`config.mk`:
```
export PLATFORM = sky130hd
export DESIGN_NAME = escwr_formatter
export DESIGN_NICKNAME = d
export VERILOG_FILES = /design/src/rtl/escwr_pkg.sv /design/src/rtl/escwr_crc.sv /design/src/rtl/escwr_raw_window.sv /design/src/rtl/escwr_out_stage.sv /design/src/rtl/escwr_formatter.sv
export SDC_FILE = /design/constraint.sdc
export NUM_CORES = 1
export LEC_CHECK = 0
export ABC_AREA = 1
export BUFFER_PORTS_ARGS = -buffer_cell sky130_fd_sc_hd__buf_2
export CORE_ASPECT_RATIO = 0.75
export CORE_MARGIN = 3
export CORE_UTILIZATION = 54
export CTS_CLUSTER_DIAMETER = 80
export DETAILED_ROUTE_END_ITERATION = 12
export GPL_TIMING_DRIVEN = 0
export PLACE_DENSITY_LB_ADDON = 0.08
export SLEW_MARGIN = 20
export SYNTH_ARGS = -nofsm -noshare
export SYNTH_HDL_FRONTEND = slang
export SYNTH_SLANG_ARGS = --single-unit
```
`constraint.sdc`:
```
create_clock -name clk -period 2.2 [get_ports clk]
set_clock_uncertainty 0.1 [all_clocks]
set_input_delay 0.44 -clock clk [delete_from_list [all_inputs] [get_ports clk]]
set_output_delay 0.44 -clock clk [all_outputs]
set_load 0.1 [all_outputs]
```
`src/rtl/escwr_pkg.sv`:
```
package escwr_pkg;
  localparam logic [7:0] ESC_BYTE  = 8'h99;
  localparam logic [7:0] CODE_SYNC = 8'hA1;
  localparam logic [7:0] CODE_IDX  = 8'hC2;
  localparam logic [7:0] CODE_CRC  = 8'h04;
  localparam logic [7:0] CODE_STOP = 8'h08;
  localparam logic [7:0] CODE_RAW  = 8'h0F;

  typedef enum logic [2:0] {
    CMD_SYNC, CMD_IDX, CMD_CRC, CMD_STOP, CMD_RAW, CMD_BAD
  } esc_cmd_e;

  function automatic esc_cmd_e decode_code(input logic [7:0] c);
    case (c)
      CODE_SYNC: return CMD_SYNC;
      CODE_IDX:  return CMD_IDX;
      CODE_CRC:  return CMD_CRC;
      CODE_STOP: return CMD_STOP;
      CODE_RAW:  return CMD_RAW;
      default:   return CMD_BAD;
    endcase
  endfunction

  function automatic logic [15:0] crc_byte_step(input logic [15:0] crc,
                                                input logic [7:0] d,
                                                input logic [15:0] poly);
    logic [15:0] c;
    c = crc;
    for (int i = 7; i >= 0; i--) begin
      if (c[15] ^ d[i]) c = {c[14:0], 1'b0} ^ poly;
      else              c = {c[14:0], 1'b0};
    end
    return c;
  endfunction
endpackage

```
`src/rtl/escwr_crc.sv`:
```
module escwr_crc #(
  parameter int          CRC_W = 16,
  parameter logic [15:0] POLY  = 16'h1021,
  parameter logic [15:0] SEED  = 16'hFFFF
) (
  input  logic             clk,
  input  logic             rst_n,
  input  logic             restart,
  input  logic             update,
  input  logic [7:0]       din,
  output logic [CRC_W-1:0] crc
);
  import escwr_pkg::*;

  logic [15:0] base;
  assign base = restart ? SEED : crc;

  always_ff @(posedge clk or negedge rst_n) begin
    if (!rst_n)      crc <= SEED;
    else if (update) crc <= crc_byte_step(base, din, POLY);
  end
endmodule

```
`src/rtl/escwr_raw_window.sv`:
```
module escwr_raw_window #(
  parameter int RAW_LEN = 512
) (
  input  logic clk,
  input  logic rst_n,
  input  logic open_win,
  input  logic take,
  output logic raw_on
);
  localparam int CW = $clog2(RAW_LEN + 1);
  localparam logic [CW-1:0] LEN_V = CW'(RAW_LEN);

  logic [CW-1:0] left;
  assign raw_on = (left != '0);

  always_ff @(posedge clk or negedge rst_n) begin
    if (!rst_n)             left <= '0;
    else if (open_win)      left <= LEN_V;
    else if (take && raw_on) left <= left - 1'b1;
  end
endmodule

```
`src/rtl/escwr_out_stage.sv`:
```
module escwr_out_stage #(
  parameter int DW = 8
) (
  input  logic          clk,
  input  logic          rst_n,
  input  logic          load,
  input  logic [DW-1:0] load_data,
  input  logic          load_mark,
  input  logic          out_ready,
  output logic          out_valid,
  output logic [DW-1:0] out_data,
  output logic          out_mark,
  output logic          slot_free
);
  assign slot_free = !out_valid || out_ready;

  always_ff @(posedge clk or negedge rst_n) begin
    if (!rst_n) begin
      out_valid <= 1'b0;
      out_data  <= '0;
      out_mark  <= 1'b0;
    end else if (load) begin
      out_valid <= 1'b1;
      out_data  <= load_data;
      out_mark  <= load_mark;
    end else if (out_ready) begin
      out_valid <= 1'b0;
    end
  end
endmodule

```
`src/rtl/escwr_formatter.sv`:
```
module escwr_formatter #(
  parameter int          RAW_LEN  = 512,
  parameter logic [15:0] CRC_POLY = 16'h1021,
  parameter logic [15:0] CRC_SEED = 16'hFFFF
) (
  input  logic       clk,
  input  logic       rst_n,
  input  logic       in_valid,
  input  logic [7:0] in_data,
  output logic       in_ready,
  output logic       out_valid,
  output logic [7:0] out_data,
  output logic       out_mark,
  input  logic       out_ready,
  output logic       writing,
  output logic       code_err,
  output logic       underrun
);
  import escwr_pkg::*;

  localparam int CRC_W = 16;

  logic             slot_free, raw_on, accept;
  logic             esc_pend, crc_lo_pend, last_sync;
  logic [CRC_W-1:0] crc;
  logic             emit, emit_mark, emit_is_crc;
  logic [7:0]       emit_data;
  logic             set_esc, clr_esc, set_lo, clr_lo, open_win, take_raw;
  logic             stop_seen, bad_seen;
  esc_cmd_e         cmd;

  assign in_ready = slot_free && !crc_lo_pend;
  assign accept   = in_valid && in_ready;
  assign cmd      = decode_code(in_data);

  always_comb begin
    emit        = 1'b0;
    emit_mark   = 1'b0;
    emit_is_crc = 1'b0;
    emit_data   = in_data;
    set_esc     = 1'b0;
    clr_esc     = 1'b0;
    set_lo      = 1'b0;
    clr_lo      = 1'b0;
    open_win    = 1'b0;
    take_raw    = 1'b0;
    stop_seen   = 1'b0;
    bad_seen    = 1'b0;
    if (crc_lo_pend) begin
      if (slot_free) begin
        emit        = 1'b1;
        emit_is_crc = 1'b1;
        emit_data   = crc[7:0];
        clr_lo      = 1'b1;
      end
    end else if (accept) begin
      if (raw_on) begin
        emit     = 1'b1;
        take_raw = 1'b1;
      end else if (esc_pend) begin
        clr_esc = 1'b1;
        unique case (cmd)
          CMD_SYNC, CMD_IDX: begin
            emit      = 1'b1;
            emit_mark = 1'b1;
          end
          CMD_CRC: begin
            emit        = 1'b1;
            emit_is_crc = 1'b1;
            emit_data   = crc[15:8];
            set_lo      = 1'b1;
          end
          CMD_RAW:  open_win  = 1'b1;
          CMD_STOP: stop_seen = 1'b1;
          default:  bad_seen  = 1'b1;
        endcase
      end else if (in_data == ESC_BYTE) begin
        set_esc = 1'b1;
      end else begin
        emit = 1'b1;
      end
    end
  end

  logic crc_restart;
  assign crc_restart = emit && emit_mark && (emit_data == CODE_SYNC) && !last_sync;

  escwr_crc #(.CRC_W(CRC_W), .POLY(CRC_POLY), .SEED(CRC_SEED)) u_crc (
    .clk     (clk),
    .rst_n   (rst_n),
    .restart (crc_restart),
    .update  (emit && !emit_is_crc),
    .din     (emit_data),
    .crc     (crc)
  );

  escwr_raw_window #(.RAW_LEN(RAW_LEN)) u_win (
    .clk      (clk),
    .rst_n    (rst_n),
    .open_win (open_win),
    .take     (take_raw),
    .raw_on   (raw_on)
  );

  escwr_out_stage #(.DW(8)) u_out (
    .clk       (clk),
    .rst_n     (rst_n),
    .load      (emit),
    .load_data (emit_data),
    .load_mark (emit_mark),
    .out_ready (out_ready),
    .out_valid (out_valid),
    .out_data  (out_data),
    .out_mark  (out_mark),
    .slot_free (slot_free)
  );

  always_ff @(posedge clk or negedge rst_n) begin
    if (!rst_n) begin
      esc_pend    <= 1'b0;
      crc_lo_pend <= 1'b0;
      last_sync   <= 1'b0;
      writing     <= 1'b0;
      code_err    <= 1'b0;
      underrun    <= 1'b0;
    end else begin
      if (set_esc)      esc_pend <= 1'b1;
      else if (clr_esc) esc_pend <= 1'b0;
      if (set_lo)       crc_lo_pend <= 1'b1;
      else if (clr_lo)  crc_lo_pend <= 1'b0;
      if (emit)         last_sync <= emit_mark && (emit_data == CODE_SYNC);
      if (accept)       writing <= !stop_seen;
      if (bad_seen)     code_err <= 1'b1;
      if (writing && in_ready && !in_valid) underrun <= 1'b1;
    end
  end
endmodule

```
Word-level counts from Yosys, hierarchy flattened
Cells that the tools add are included.
{ "totals": {"regBits": 42, "latch_bits": 0, "ram_bits": 0, "romBits": 0, "output_inout_bits": 14, "wordCells": 142, "mem_count": 0} }
{ "op_classes": {"n_addsub": 1, "mul": 0, "div_mod_pow": 0, "n_lt_le_gt_ge": 0, "eq_ne": 11, "shifts": 0, "mux": 77, "bitwise_logic": 16, "reduce_logical": 26} }
{ "op_table": {"columns": ["op", "count"], "rows": [
  ["16-bit two-way mux", 8],
  ["13-bit two-way mux", 8],
  ["1-bit two-way mux", 52],
  ["8-bit two-way mux", 6],
  ["8-bit == test, second input constant", 4],
  ["3-bit NOT", 8],
  ["10-bit two-way mux", 2],
  ["8-bit by 4-bit == test with 1-bit output, second input constant", 2],
  ["3-bit one-hot mux with 5 select lines", 1],
  ["1-bit logical AND", 10],
  ["10-bit nonzero test", 1],
  ["10-bit by 1-bit subtractor with 10-bit output, second input constant", 1],
  ["8-bit by 3-bit == test with 1-bit output, second input constant", 1],
  ["2-bit nonzero test", 4],
  ["1-bit XOR", 8],
  ["3-bit by 2-bit == test with 1-bit output, second input constant", 2],
  ["1-bit zero test", 6],
  ["5-bit OR reduction", 1],
  ["3-bit by 1-bit == test with 1-bit output, second input constant", 1],
  ["3-bit == test, second input constant", 1],
  ["3-bit zero test", 1],
  ["3-bit OR reduction", 1],
  ["2-bit OR reduction", 1],
  ["1-bit logical OR", 1]
]} }

Depth between registers and ports, before layout
{ "logic_depth": {"depth_word": 36, "mapped_depth": 23, "depth_no_buf": 22} }

By module
From an unflattened synthesis, not the netlist that was laid out.
{ "hier_totals": {"cells_unflattened": 436, "area_unflattened_um2": 2910.3} }
{ "by_module_without_submodules": {"columns": ["mod", "n_inst", "cells_per_inst", "area_per_inst_um2"], "rows": [
  ["escwr_crc", 1, 161, 1052.3],
  ["escwr_formatter", 1, 135, 800.8],
  ["escwr_raw_window", 1, 98, 679.4],
  ["escwr_out_stage", 1, 42, 377.9]
]} }

Worst setup path after synthesis
Ideal clock, no wire load.
{ "synth_timing": {"kind": "reg2reg", "from": "register u_out.out_valid", "to": "register u_crc.crc[12]", "setup_ns": 0.076, "arrival_time_ns": 3.418, "required_ns": 2.024, "path_slack_ns": -1.395, "stages_incl_launch_ff": 20, "path_buffers": 1, "synth_period_minus_slack_ns": 3.595, "cell_sequence": "dfrtp_1 > inv_1 > nor2_2 > nor2_2 > nand2_2 > nor2_4 > nand4_1 > nand2_1 > nand2_2 > nor2_4 > nand4_4 > buf_6 > nand2_2 > nand2_1 > nand2_1 > nand2_1 > nand2_1 > nand2_1 > nand3_1 > nand2_1"} }
{ "synth_via": {"elab_chain_cells": 27} }
{ "synth_rtl": {"columns": ["item", "line_no", "rtl"], "rows": [
  ["from (decl)", "escwr_out_stage.sv:10", "output logic out_valid,"],
  ["from (signal assigned)", "escwr_out_stage.sv:19", "out_valid <= 1'b0;"],
  ["from (signal assigned)", "escwr_out_stage.sv:23", "out_valid <= 1'b1;"],
  ["from (signal assigned)", "escwr_out_stage.sv:27", "out_valid <= 1'b0;"],
  ["1-bit zero test *", "escwr_out_stage.sv:15", "assign slot_free = !out_valid || out_ready;"],
  ["1-bit logical OR *", "escwr_out_stage.sv:15", null],
  ["1-bit logical AND *", "escwr_formatter.sv:32", "assign in_ready = slot_free && !crc_lo_pend;"],
  ["via in_ready", "escwr_formatter.sv:10", "output logic in_ready,"],
  ["1-bit logical AND *", "escwr_formatter.sv:33", "assign accept = in_valid && in_ready;"],
  ["8-bit two-way mux / 1-bit two-way mux (equally long branches)", "escwr_formatter.sv:56", "end else if (accept) begin"],
  ["8-bit two-way mux / 1-bit two-way mux (equally long branches)", "escwr_formatter.sv:49", "if (crc_lo_pend) begin"],
  ["8-bit == test / 1-bit logical AND (equally long branches)", "escwr_formatter.sv:86", "assign crc_restart = emit && emit_mark && (emit_data == CODE_SYNC) && !last_sync;"],
  ["(+12 left out)", null, null],
  ["13-bit two-way mux", "escwr_pkg.sv:30", "if (c[15] ^ d[i]) c = {c[14:0], 1'b0} ^ poly;"],
  ["16-bit two-way mux", "escwr_crc.sv:20", "else if (update) crc <= crc_byte_step(base, din, POLY);"],
  ["13-bit two-way mux", "escwr_pkg.sv:30", null],
  ["16-bit two-way mux", "escwr_crc.sv:20", null],
  ["13-bit two-way mux", "escwr_pkg.sv:30", null],
  ["16-bit two-way mux", "escwr_crc.sv:20", null],
  ["3-bit NOT (no source line)", null, null],
  ["13-bit two-way mux", "escwr_pkg.sv:30", null],
  ["to (signal assigned)", "escwr_crc.sv:20", null],
  ["to (decl)", "escwr_crc.sv:11", "output logic [CRC_W-1:0] crc"]
]} }
The timed path passes the listed nets; every way through them passes the cells marked *. The select of a mux whose other input is x is not followed.
A chain may end at the register's enable or synchronous reset.

Worst setup path after layout
{ "layout_timing": {"from": "register u_win.left[1]", "to": "register u_crc.crc[14]"} }
{ "layout_via": {"elab_chain_cells": 22} }
{ "layout_rtl": {"columns": ["item", "line_no", "rtl"], "rows": [
  ["from (decl)", "escwr_raw_window.sv:13", "logic [CW-1:0] left;"],
  ["from (signal assigned)", "escwr_raw_window.sv:19", "else if (take && raw_on) left <= left - 1'b1;"],
  ["10-bit nonzero test *", "escwr_raw_window.sv:14", "assign raw_on = (left != '0);"],
  ["8-bit two-way mux / 1-bit two-way mux (equally long branches)", "escwr_formatter.sv:57", "if (raw_on) begin"],
  ["8-bit two-way mux / 1-bit two-way mux (equally long branches)", "escwr_formatter.sv:56", null],
  ["8-bit two-way mux / 1-bit two-way mux (equally long branches)", "escwr_formatter.sv:49", null],
  ["8-bit == test / 1-bit logical AND (equally long branches)", "escwr_formatter.sv:86", null],
  ["1-bit logical AND (2 in a row)", "escwr_formatter.sv:86", null],
  ["16-bit two-way mux", "escwr_crc.sv:16", "assign base = restart ? SEED : crc;"],
  ["13-bit two-way mux", "escwr_pkg.sv:30", null],
  ["(+4 left out)", null, null],
  ["16-bit two-way mux", "escwr_crc.sv:20", null],
  ["13-bit two-way mux", "escwr_pkg.sv:30", null],
  ["16-bit two-way mux", "escwr_crc.sv:20", null],
  ["13-bit two-way mux", "escwr_pkg.sv:30", null],
  ["16-bit two-way mux", "escwr_crc.sv:20", null],
  ["3-bit NOT (no source line)", null, null],
  ["13-bit two-way mux", "escwr_pkg.sv:30", null],
  ["16-bit two-way mux (2 in a row)", "escwr_crc.sv:20", null]
]} }
Mark *: on every way between the ends. The rest lies on a longest branch, timed or not. The select of a mux whose other input is x is not followed.

==> metrics <==
status=finished, violations left; violations in the final reports=negative setup slack; CTS Root Cell=clkbuf_8; biggest regs=u_crc.crc x16, u_win.left x10, u_out.out_data x8; simple logic cell fraction of the synthesized area=34.9%; CTS Buffer Depth=2; core box area=0.00470 mm²; CP Launch Type=flip-flop; xor-xnor portion of the synthesized cell area=5.02%; most flop-heavy register=u_crc.crc; mux contribution to synthesized area=0%; CTS tree=yes; cts bufs inserted=5; Setup TNS=-6.59 ns; setup repair after global routing missed its margin=true; Final Cycle Share=122%; Worst Path Max Fanout=7; Top Ports=26; Max Clock Freq=roughly 0.37 GHz; Largest register FFs=16; Fill cells=397; syn_nets=409; n_diodes=0; Adder-Cell Fraction of Synth Area=0.452%; max cap viols=0; largest net degree at the start of global routing=43; most frequent cells in the layout=nand2_1, inv_1, nand3_1; Setup-failing EPs final=18; Clk pin slew, worst setup/hold paths=0.09 ns; # DRC=0; Final ANT Viol Nets=0; Total Die Area=0.00603 mm²; CP Capture Type=flip-flop; H-tree levels=2; mean routed wirelength per cell=14.7 µm; via count=~2800; Hold Buf Count CTS=0; initial drt markers=210; LEAKAGE=1.74 nW; Nets=about 460; Critical Path RT=2.35 ns; Synth area leaders=dfrtp_1, nand2_1, dfstp_2; routability cong.=0.914; Synth Area per Inst=approximately 7.0 µm²; Least-Margin Pin Slew=0.963 ns; Final Power=0.00374 W; crit path time final=2.69 ns; GRT Util Overall=26.3%; max_slew headroom=between 30% and 40%; Cell Area, Synth=0.00277 mm²; FF+latch count, synth=42; area leader, netlist=dfrtp_1; detailed-route vias per instance=5.55; Starting Density=58.9%; die span in x=just under 90 µm; Ys Warns=0; Worst EP arrival=2.84 ns; Setup CP Type=reg2reg; clk_lat worst skew=0.31 ns; IR Drop Worst-Case VDD=600 µV; vias in the first global route=2523; Synth cell types=37; 1st-pass router iterations=5; initial antenna violation count=0; chip height=68.0 µm; Final Hold Fails=0; Setup WS post-layout=-0.489 ns; Layout area overhead=22.2%; proportion of layout cells with a drive suffix above 1=29.9%; I/O Buffers=25; complex-gate fraction of the synthesized area=11.2%; Rows=21; Worst Hold Class=in2async; global route total overflow=0; first-pass GRT wire length=12100 µm; largest family of logic cells by synthesized area=simple AND/OR/NAND/NOR gates; CTS Sinks=42; DP HPWL=5350 µm; final WL=~7400 µm; register area share after synthesis=between 30% and 40%; Syn Inst Count=roughly 400; PwrDens=1110 mW/mm²; commonest non-fill, non-tap cell in the layout=nand2_1; fin. max-slew vios=0; post-synth top area share=23.5%
-- repair_timing --
action,4_1_cts,5_1_grt
pin swaps,10,6
resized for setup,33,14
gates cloned,1,0
setup buffers,9,6
endpoints found under the setup margin,26,26
-- kinds of logic after synthesis --
family                   after synthesis
AND/OR/NAND/NOR                      215
buffers and inverters                 69
AO/OA/AOI/OAI                         54
flip-flops                            42
XOR/XNOR                              15
adder cells (fa/ha/maj)                1
-- critical path, cell delays in order (launching register included) --
cell and delay, ns:
dfrtp_1 0.38, inv_2 0.08, ha_4 0.15, nand3_4 0.08
nor2_4 0.14, nand4_4 0.11, nor2_4 0.16, nand4_1 0.14
nand2_2 0.11, nand2_4 0.09, nor2_4 0.12, nand4_4 0.16
buf_6 0.20, nand2_4 0.06, xor2_1 0.16, nand2_1 0.13
nand2_2 0.09, nand2_1 0.05, nand2_1 0.05, nand2_1 0.04
-- area by class of cell --
class                           count  area [µm²]  share of cell area [%]
Inverter                           62         236                    6.99
Clock inverter                      3        43.8                    1.29
Clock buffer                        5        68.8                    2.03
Sequential cell                    42        1070                    31.8
Buffer                              7        47.5                    1.40
Multi-Input combinational cell    285        1600                    47.2
Timing Repair Buffer               41         243                    7.17
Tap cell                           57        71.3                    2.11
-- report_power, final --
group,internal (W),switching (W),total [W]
Sequential,0.00115,0.000215,0.00136
Clock,0.000341,0.000302,0.000643
Combinational,0.000581,0.00116,0.00174
Total,0.00207,0.00167,0.00374
-- metrics by stage --
stage | instances | util (%) | area (µm²) | worst slack [ns] | hold slack, ns
4_1_cts | 496 | 70.3 | 3310 | -0.420 | 0.208
2_1_floorplan | 396 | - | 2800 | -0.728 | 0.0444
3_5_place_dp | 478 | 63.7 | 3000 | -0.782 | 0.353
6_report | 502 | 72.0 | 3380 | -0.489 | 0.172
3_3_place_gp | 478 | 63.7 | 3000 | -0.718 | 0.350
5_1_grt | 502 | 72.0 | 3380 | -0.700 | 0.242
-- Yosys cell counts, drive strengths merged --
cell    instances
a31o            1
o21ai          29
clkinv          2
o22ai           5
or2             1
o21bai          2
nor3            2
a31oi           3
clkbuf          2
o21a            1
nand3          36
dfstp          16
inv            60
nor4            1
buf             5
o32a            1
ha              1
a41o            1
nor2           34
nand4           9
xor2           13
dfrtp          26
xnor2           2
nand2         132
o211ai          3
a21oi           8
-- path summary, 6_finish.rpt --
check / cells past startpoint / slack (ns) / endpoint / from
setup / recovery: 19 / -0.49 / u_crc.crc[14] / u_win.left[1]
hold / removal: 1 / 0.17 / u_win.left[6] / rst_n
setup reg to reg: 19 / -0.49 / u_crc.crc[14] / u_win.left[1]
hold reg to reg: 2 / 0.37 / u_out.out_mark / u_out.out_mark
max in group asynchronous: 1 / 1.13 / u_out.out_valid / rst_n
min in group clk: 2 / 0.28 / underrun / in_valid
-- routing by layer --
metal  part of all wire, %  vias to the layer above  track usage (%)
li1                      -                     1357                -
met1                    48                     1311             38.3
met2                    42                      109             40.3
met3                   8.2                       11             4.69
met4                   1.3                        0             6.42
met5                     0                        -                0
Note: power is estimated with default switching activity, not from simulation.
